--- config.mk ---
export PLATFORM = sky130hd
export DESIGN_NAME = mac_unit
export DESIGN_NICKNAME = d
export VERILOG_FILES = /design/src/rtl/mac_pkg.sv /design/src/rtl/mac_ctrl.sv /design/src/rtl/mac_dpath.sv /design/src/rtl/mac_unit.sv
export SDC_FILE = /design/constraint.sdc
export NUM_CORES = 2
export LEC_CHECK = 0
export ABC_AREA = 0
export BUFFER_PORTS_ARGS = -buffer_cell sky130_fd_sc_hd__buf_4
export CORE_ASPECT_RATIO = 1.2
export CORE_MARGIN = 2
export CORE_UTILIZATION = 45
export CTS_BUF_LIST = sky130_fd_sc_hd__clkbuf_8
export DETAILED_ROUTE_END_ITERATION = 7
export PLACE_DENSITY = 0.59
export SLEW_MARGIN = 20
export SYNTH_ARGS = -nofsm -noshare
export SYNTH_HDL_FRONTEND = slang
export SYNTH_SLANG_ARGS = --single-unit
--- constraint.sdc ---
create_clock -name clk -period 0.8 [get_ports clk]
set_input_delay 0.16 -clock clk [delete_from_list [all_inputs] [get_ports clk]]
set_output_delay 0.16 -clock clk [all_outputs]
set_load 0.01 [all_outputs]
--- src/rtl/mac_pkg.sv ---
package mac_pkg;
  localparam int DATA_W = 32;
  localparam int IDX_W  = 4;

  typedef enum logic [2:0] {
    OP_MUL   = 3'b000,
    OP_MLA   = 3'b001,
    OP_DACC  = 3'b010,
    OP_MLS   = 3'b011,
    OP_UMUL  = 3'b100,
    OP_UMAC  = 3'b101,
    OP_SMUL  = 3'b110,
    OP_SMAC  = 3'b111
  } macOp_e;

  typedef struct packed {
    logic             hit;
    logic             undef;
    logic             isLong;
    logic             accA;
    logic             sub;
    logic             accPair;
    logic             accDual;
    logic             signedMul;
    logic             setFlags;
    logic [3:0]       cond;
    logic [IDX_W-1:0] loIdx;
    logic [IDX_W-1:0] hiIdx;
  } macStrobe_t;
endpackage

--- src/rtl/mac_ctrl.sv ---
module mac_ctrl
  import mac_pkg::*;
#(
  parameter int IW = IDX_W
) (
  input  logic [31:0]   instr,
  output logic [IW-1:0] srcIdxN,
  output logic [IW-1:0] srcIdxM,
  output macStrobe_t    strobe
);
  macOp_e op;
  logic   sBit;
  logic   raZero;

  always_comb begin
    op      = macOp_e'(instr[23:21]);
    sBit    = instr[20];
    raZero  = (instr[15:12] == 4'd0);
    srcIdxN = instr[3:0];
    srcIdxM = instr[11:8];

    strobe.hit       = (instr[27:24] == 4'b0000) && (instr[7:4] == 4'b1001);
    strobe.undef     = strobe.hit &&
                       ((sBit && (op == OP_DACC || op == OP_MLS)) ||
                        (op == OP_MUL && !raZero));
    strobe.isLong    = instr[23] || (op == OP_DACC);
    strobe.accA      = (op == OP_MLA) || (op == OP_MLS);
    strobe.sub       = (op == OP_MLS);
    strobe.accPair   = (op == OP_UMAC) || (op == OP_SMAC);
    strobe.accDual   = (op == OP_DACC);
    strobe.signedMul = (op == OP_SMUL) || (op == OP_SMAC);
    strobe.setFlags  = sBit;
    strobe.cond      = instr[31:28];
    strobe.hiIdx     = instr[19:16];
    strobe.loIdx     = strobe.isLong ? instr[15:12] : instr[19:16];
  end
endmodule

--- src/rtl/mac_dpath.sv ---
module mac_dpath
  import mac_pkg::*;
#(
  parameter int DW = DATA_W,
  parameter int IW = IDX_W
) (
  input  logic          clk,
  input  logic          rstN,
  input  logic          inValid,
  input  macStrobe_t    strobe,
  input  logic [DW-1:0] opN,
  input  logic [DW-1:0] opM,
  input  logic [DW-1:0] opA,
  input  logic [DW-1:0] opLo,
  input  logic [DW-1:0] opHi,
  output logic          resValid,
  output logic          undef,
  output logic [3:0]    resCond,
  output logic          wrLoEn,
  output logic [IW-1:0] wrLoIdx,
  output logic [DW-1:0] resLo,
  output logic          wrHiEn,
  output logic [IW-1:0] wrHiIdx,
  output logic [DW-1:0] resHi,
  output logic          flagWr,
  output logic          flagN,
  output logic          flagZ
);
  localparam int PW = 2 * DW + 2;
  localparam int LW = 2 * DW;

  logic [DW:0]     extN, extM;
  logic [PW-1:0]   wideN, wideM, prodW;
  logic [LW-1:0]   prod, accBase, longSum;
  logic [DW-1:0]   shortRes, loNext, hiNext;
  logic            nNext, zNext, legal;

  always_comb begin
    extN     = {strobe.signedMul & opN[DW-1], opN};
    extM     = {strobe.signedMul & opM[DW-1], opM};
    wideN    = {{(DW+1){extN[DW]}}, extN};
    wideM    = {{(DW+1){extM[DW]}}, extM};
    prodW    = wideN * wideM;
    prod     = prodW[LW-1:0];
    if (strobe.accPair)      accBase = {opHi, opLo};
    else if (strobe.accDual) accBase = {{DW{1'b0}}, opLo} + {{DW{1'b0}}, opHi};
    else                     accBase = '0;
    longSum  = prod + accBase;
    if (!strobe.accA)        shortRes = prod[DW-1:0];
    else if (strobe.sub)     shortRes = opA - prod[DW-1:0];
    else                     shortRes = opA + prod[DW-1:0];
    loNext   = strobe.isLong ? longSum[DW-1:0] : shortRes;
    hiNext   = strobe.isLong ? longSum[LW-1:DW] : '0;
    nNext    = strobe.isLong ? longSum[LW-1] : shortRes[DW-1];
    zNext    = strobe.isLong ? (longSum == '0) : (shortRes == '0);
    legal    = inValid && strobe.hit && !strobe.undef;
  end

  always_ff @(posedge clk or negedge rstN) begin
    if (!rstN) begin
      resValid <= 1'b0;
      undef    <= 1'b0;
      resCond  <= '0;
      wrLoEn   <= 1'b0;
      wrHiEn   <= 1'b0;
      wrLoIdx  <= '0;
      wrHiIdx  <= '0;
      resLo    <= '0;
      resHi    <= '0;
      flagWr   <= 1'b0;
      flagN    <= 1'b0;
      flagZ    <= 1'b0;
    end else begin
      resValid <= inValid && strobe.hit;
      undef    <= inValid && strobe.undef;
      wrLoEn   <= legal;
      wrHiEn   <= legal && strobe.isLong;
      flagWr   <= legal && strobe.setFlags;
      if (inValid) begin
        resCond <= strobe.cond;
        wrLoIdx <= strobe.loIdx;
        wrHiIdx <= strobe.hiIdx;
        resLo   <= loNext;
        resHi   <= hiNext;
        flagN   <= nNext;
        flagZ   <= zNext;
      end
    end
  end


  valid_latency_chk: assert property (@(posedge clk) disable iff (!rstN)
    (inValid && strobe.hit) |=> resValid);

  no_spurious_valid_chk: assert property (@(posedge clk) disable iff (!rstN)
    !(inValid && strobe.hit) |=> !resValid);

  undef_nowrite_chk: assert property (@(posedge clk) disable iff (!rstN)
    undef |-> (resValid && !wrLoEn && !wrHiEn && !flagWr));

  hi_with_lo_chk: assert property (@(posedge clk) disable iff (!rstN)
    wrHiEn |-> wrLoEn);

  flag_valid_chk: assert property (@(posedge clk) disable iff (!rstN)
    flagWr |-> (resValid && wrLoEn));

  flag_long_chk: assert property (@(posedge clk) disable iff (!rstN)
    (flagWr && wrHiEn) |-> (flagN == resHi[DW-1] && flagZ == ({resHi, resLo} == '0)));

  flag_short_chk: assert property (@(posedge clk) disable iff (!rstN)
    (flagWr && !wrHiEn) |-> (flagN == resLo[DW-1] && flagZ == (resLo == '0)));
endmodule

--- src/rtl/mac_unit.sv ---
module mac_unit
  import mac_pkg::*;
#(
  parameter int DW = DATA_W,
  parameter int IW = IDX_W
) (
  input  logic          clk,
  input  logic          rstN,
  input  logic          inValid,
  input  logic [31:0]   instr,
  input  logic [DW-1:0] opN,
  input  logic [DW-1:0] opM,
  input  logic [DW-1:0] opA,
  input  logic [DW-1:0] opLo,
  input  logic [DW-1:0] opHi,
  output logic [IW-1:0] srcIdxN,
  output logic [IW-1:0] srcIdxM,
  output logic          resValid,
  output logic          undef,
  output logic [3:0]    resCond,
  output logic          wrLoEn,
  output logic [IW-1:0] wrLoIdx,
  output logic [DW-1:0] resLo,
  output logic          wrHiEn,
  output logic [IW-1:0] wrHiIdx,
  output logic [DW-1:0] resHi,
  output logic          flagWr,
  output logic          flagN,
  output logic          flagZ
);
  macStrobe_t strobe;

  mac_ctrl #(.IW(IW)) uCtrl (
    .instr(instr), .srcIdxN(srcIdxN), .srcIdxM(srcIdxM), .strobe(strobe)
  );

  mac_dpath #(.DW(DW), .IW(IW)) uDpath (
    .clk(clk), .rstN(rstN), .inValid(inValid), .strobe(strobe),
    .opN(opN), .opM(opM), .opA(opA), .opLo(opLo), .opHi(opHi),
    .resValid(resValid), .undef(undef), .resCond(resCond),
    .wrLoEn(wrLoEn), .wrLoIdx(wrLoIdx), .resLo(resLo),
    .wrHiEn(wrHiEn), .wrHiIdx(wrHiIdx), .resHi(resHi),
    .flagWr(flagWr), .flagN(flagN), .flagZ(flagZ)
  );
endmodule

==> results.py <==
metrics = {
    "clock_network": {
        "ctsHtreeMaxLevel": 3,
        "cts_tree": "done",
        "cts_buffer_depth": 2,
        "insertion_delay_ns": 0.41,
        "clk_pin_slew_worst_paths_ns": 0.10,
        "cts_buffers": 9,
        "clockRootBuffer": "clkbuf_8",
        "clock-sinks": 83,
        "cts_hold_buf": 11,
    },
    "critical_path": {
        "cp_common_cell": "fa_1",
        "r2r_end": "uDpath.flagZ$_DFFE_PN0P_",
        "rrSetupSlack_ns": -0.13,
        "critPathMaxFanout": 20,
        "cp-startpoint": "opN[13]",
        "path_class": "in -> reg",
        "critPathLaunchType": "primary input",
        "arrival_ns": 10.75,
        "reg2reg_from": "uDpath.flagZ$_DFFE_PN0P_",
        "crit_required_ns": 1.15,
        "reg2reg_depth": 4,
        "slowest_delay_ns": 0.56,
        "cp_slowest_cell": "fa_1",
        "end_kind": "register",
    },
    "global_routing": {
        "grt_start_max_net_pins": 72,
        "track_usage": 0.3014,
        "antenna_found_initial": 5,
        "overflow": 0,
        "grt_pass1_vias": 47888,
        "grt_pass1_wl_um": 266000,
    },
    "place": {
        "dp_cells": 8282,
        "finalWeightedCongestion": 0.9497,
        "placed_cell_area_sq_mm": 0.06264,
        "io_buffers": 269,
        "dp_hpwl_um": 144300,
    },
    "route": {
        "firstDrtPassIters": 5,
        "routed_wl_um": 167500,
        "drc": 0,
        "vias_per_cell": 5.246,
        "drt-initial-drc-count": 2362,
        "wl_per_cell_um": 19.85,
        "vias": 44252,
        "postRouteAntennaNets": 0,
    },
    "die": {
        "die-area_sq_mm": 0.1130,
        "start_util": 0.4533,
        "die_h_um": 367.8,
        "core_area_sq_mm": 0.1095,
        "die_w_um": 307.2,
        "fp-row-count": 133,
        "num_io_pins": 286,
    },
    "sta": {
        "maxSlewHeadroom": 0.5727,
        "hold_ws_ns": -0.07825,
        "period_share": 13.00,
        "layout_setup_ws_ns": -9.597,
        "slew_violations": 0,
        "setup_violations": 163,
        "tightest_slew_ns": 0.6388,
        "hold_violations": 1,
        "clock.fmax_mhz": 96.18,
        "finalCriticalPeriod_ns": 10.40,
        "rsz0062_at_grt": "yes",
        "skew_ns": 0,
    },
    "synthesis": {
        "async_flop_share": 1.000,
        "synth-seq-cells": 83,
        "synth_enable_flop_cells": 0,
        "synth_fp_nets": 7398,
        "syn_inst": 5735,
        "syn-cell-area_sq_mm": 0.04964,
        "ys.flop_type": "dfrtp_1",
        "synth_seq_area_share": 0.04184,
        "syn_avg_cell_area_sq_um": 8.656,
        "yosys_warnings": 0,
        "yosys.cell_types.count": 85,
    },
    "finish": {
        "layout.cells.non_filler": 8435,
        "final_util": 0.6201,
        "area_delta_synth_final_pct": 36.78,
        "design_area_sq_mm": 0.06790,
        "fin_nets": 8673,
        "drive_above_1_share": 0.3149,
        "fill_cells": 9320,
    },
    "worst_hold_path": {
        "hp-class": "in -> reg",
        "hold_depth": 2,
        "hold_path_end": "uDpath.resValid$_DFF_PN0_",
        "hp-start": "instr[25]",
    },
    "job": {
        "drv_cap": 0,
    },
    "status": {
        "outcome": "complete, but fails checks",
        "violations": "negative hold slack, negative setup slack",
    },
}
worst max path at each step:
| stage | depth (start not counted) | slack [ns] | end |
|---|---|---|---|
| floorplan | 45 | -9.51 | uDpath.flagZ$_DFFE_PN0P_ |
| global placement | 38 | -10.29 | uDpath.flagZ$_DFFE_PN0P_ |
| detailed placement | 41 | -10.32 | uDpath.flagZ$_DFFE_PN0P_ |
| CTS | 42 | -9.54 | uDpath.flagZ$_DFFE_PN0P_ |
| global route | 44 | -9.94 | uDpath.flagZ$_DFFE_PN0P_ |
| finish | 41 | -9.60 | uDpath.flagZ$_DFFE_PN0P_ |
layer usage:
layer | share of wire | up-vias | global-route usage
met4 | 0.036 | 6 | 0.08715
met5 | 0.00025 | - | 0
met3 | 0.061 | 247 | 0.03431
met1 | 0.41 | 22443 | 0.3975
li1 | - | 20177 | -
met2 | 0.50 | 1379 | 0.5224
worst max-delay path: cells and delay by family:
| kind | cells | cell delay, ns |
|---|---|---|
| adders and majority gates | 10 | 4.63 |
| AOI/OAI and AO/OA | 14 | 2.92 |
| and+or+nand+nor | 5 | 1.61 |
| buffers and inverters | 11 | 1.26 |
| xor gates and xnor gates | 1 | 0.16 |
cells in the mapped netlist, drive strengths merged (6+ instances only):
cell | n | area share
a211oi | 21 | 0.0034
ha | 340 | 0.086
inv | 1114 | 0.084
o41ai | 9 | 0.0016
a21boi | 8 | 0.0012
a21oi | 231 | 0.023
nand4 | 38 | 0.0048
and2 | 330 | 0.042
nand3 | 46 | 0.0046
nor4 | 11 | 0.0015
a31oi | 38 | 0.0048
mux2i | 15 | 0.0030
buf | 27 | 0.0029
o21a | 28 | 0.0044
or3 | 17 | 0.0022
nand2b | 29 | 0.0037
or4 | 13 | 0.0020
o2111ai | 6 | 0.0011
o31ai | 17 | 0.0026
a2111oi | 8 | 0.0018
and4 | 6 | 0.0011
clkbuf | 277 | 0.021
a21o | 96 | 0.015
nor3 | 51 | 0.0051
dfrtp | 83 | 0.042
nor2 | 194 | 0.015
and3 | 61 | 0.0077
o2bb2ai | 24 | 0.0044
o211ai | 18 | 0.0027
or2 | 25 | 0.0032
nand3b | 9 | 0.0014
nand2 | 918 | 0.069
o21bai | 20 | 0.0030
mux2 | 11 | 0.0025
nor2b | 19 | 0.0024
xor2 | 88 | 0.016
fa | 1128 | 0.45
o21ai | 132 | 0.013
a22o | 30 | 0.0053
xnor2 | 125 | 0.022
nor3b | 8 | 0.0013
state kept, by name (all words and copies together), names as in the netlist:
| signal | cells |
|---|---|
| uDpath.resLo | 32 |
| uDpath.resHi | 32 |
| uDpath.wrHiIdx | 4 |
| uDpath.resValid | 1 |
| uDpath.flagWr | 1 |
| uDpath.resCond | 4 |
| uDpath.wrLoEn | 1 |
| uDpath.flagZ | 1 |
| uDpath.undef | 1 |
| uDpath.wrHiEn | 1 |
| uDpath.wrLoIdx | 4 |
| uDpath.flagN | 1 |
metrics by stage:
step           hold WS [ns]  setup TNS [ns]  worst slack (ns)
4_1_cts             -0.1067         -505.06            -9.539
2_1_floorplan       -0.1356         -435.16            -9.507
3_5_place_dp        0.02305         -529.29            -10.32
6_report           -0.07825         -504.98            -9.597
5_1_grt            -0.08502         -527.43            -9.935
3_3_place_gp        0.02116         -529.84            -10.29
logic make-up (layout without fill, tap and decap cells):
| family | Yosys count | count (layout) | share of synthesized area |
|---|---|---|---|
| compound gates | 741 | 741 | 0.09770 |
| buf+inv | 1418 | 2697 | 0.1081 |
| xor+xnor | 213 | 213 | 0.03758 |
| other cells | 0 | 3 | 0 |
| simple gates | 1786 | 1787 | 0.1686 |
| mux | 26 | 26 | 0.005520 |
| flops | 83 | 83 | 0.04184 |
| fa+ha+maj | 1468 | 1468 | 0.5406 |
timing repair:
action | 4_1_cts | 5_1_grt
setup buffers | 70 | 107
setup endpoints to repair | 165 | 164
gates cloned | 1 | 7
pin swaps | 175 | 259
gates resized for setup | 303 | 501
endpoints found under the hold margin | 97 | 1
layout make-up:
class	instances	area, sq um	share of cell area
antenna	3	7.507	0.0001106
clock buffer	9	123.9	0.001824
clock inverter	7	103.9	0.001529
inverter	1114	4195	0.06179
multi-input combinational	4235	46210	0.6806
sequential	83	2078	0.03061
tap	1417	1773	0.02611
timing repair buffer	1567	13410	0.1975
layout by cell type, fill, tap and decap left out, drive strengths merged, types with 15 or more instances in the layout:
cell / n
xnor2: 125
mux2i: 15
o21a: 28
or2: 25
nand2b: 29
fa: 1128
a31oi: 38
a22o: 30
a21oi: 231
nand2: 918
o211ai: 18
nor3: 51
a211oi: 21
nand4: 38
nor2: 194
dfrtp: 83
ha: 340
buf: 1550
nand3: 46
inv: 1118
o2bb2ai: 24
o21ai: 132
and3: 61
or3: 17
o21bai: 20
nor2b: 19
xor2: 88
a21o: 96
o31ai: 17
and2: 331
Power is left out: the tool's default activity adds up to more than one toggle a clock period on the data nets, which glitch-free logic cannot reach.
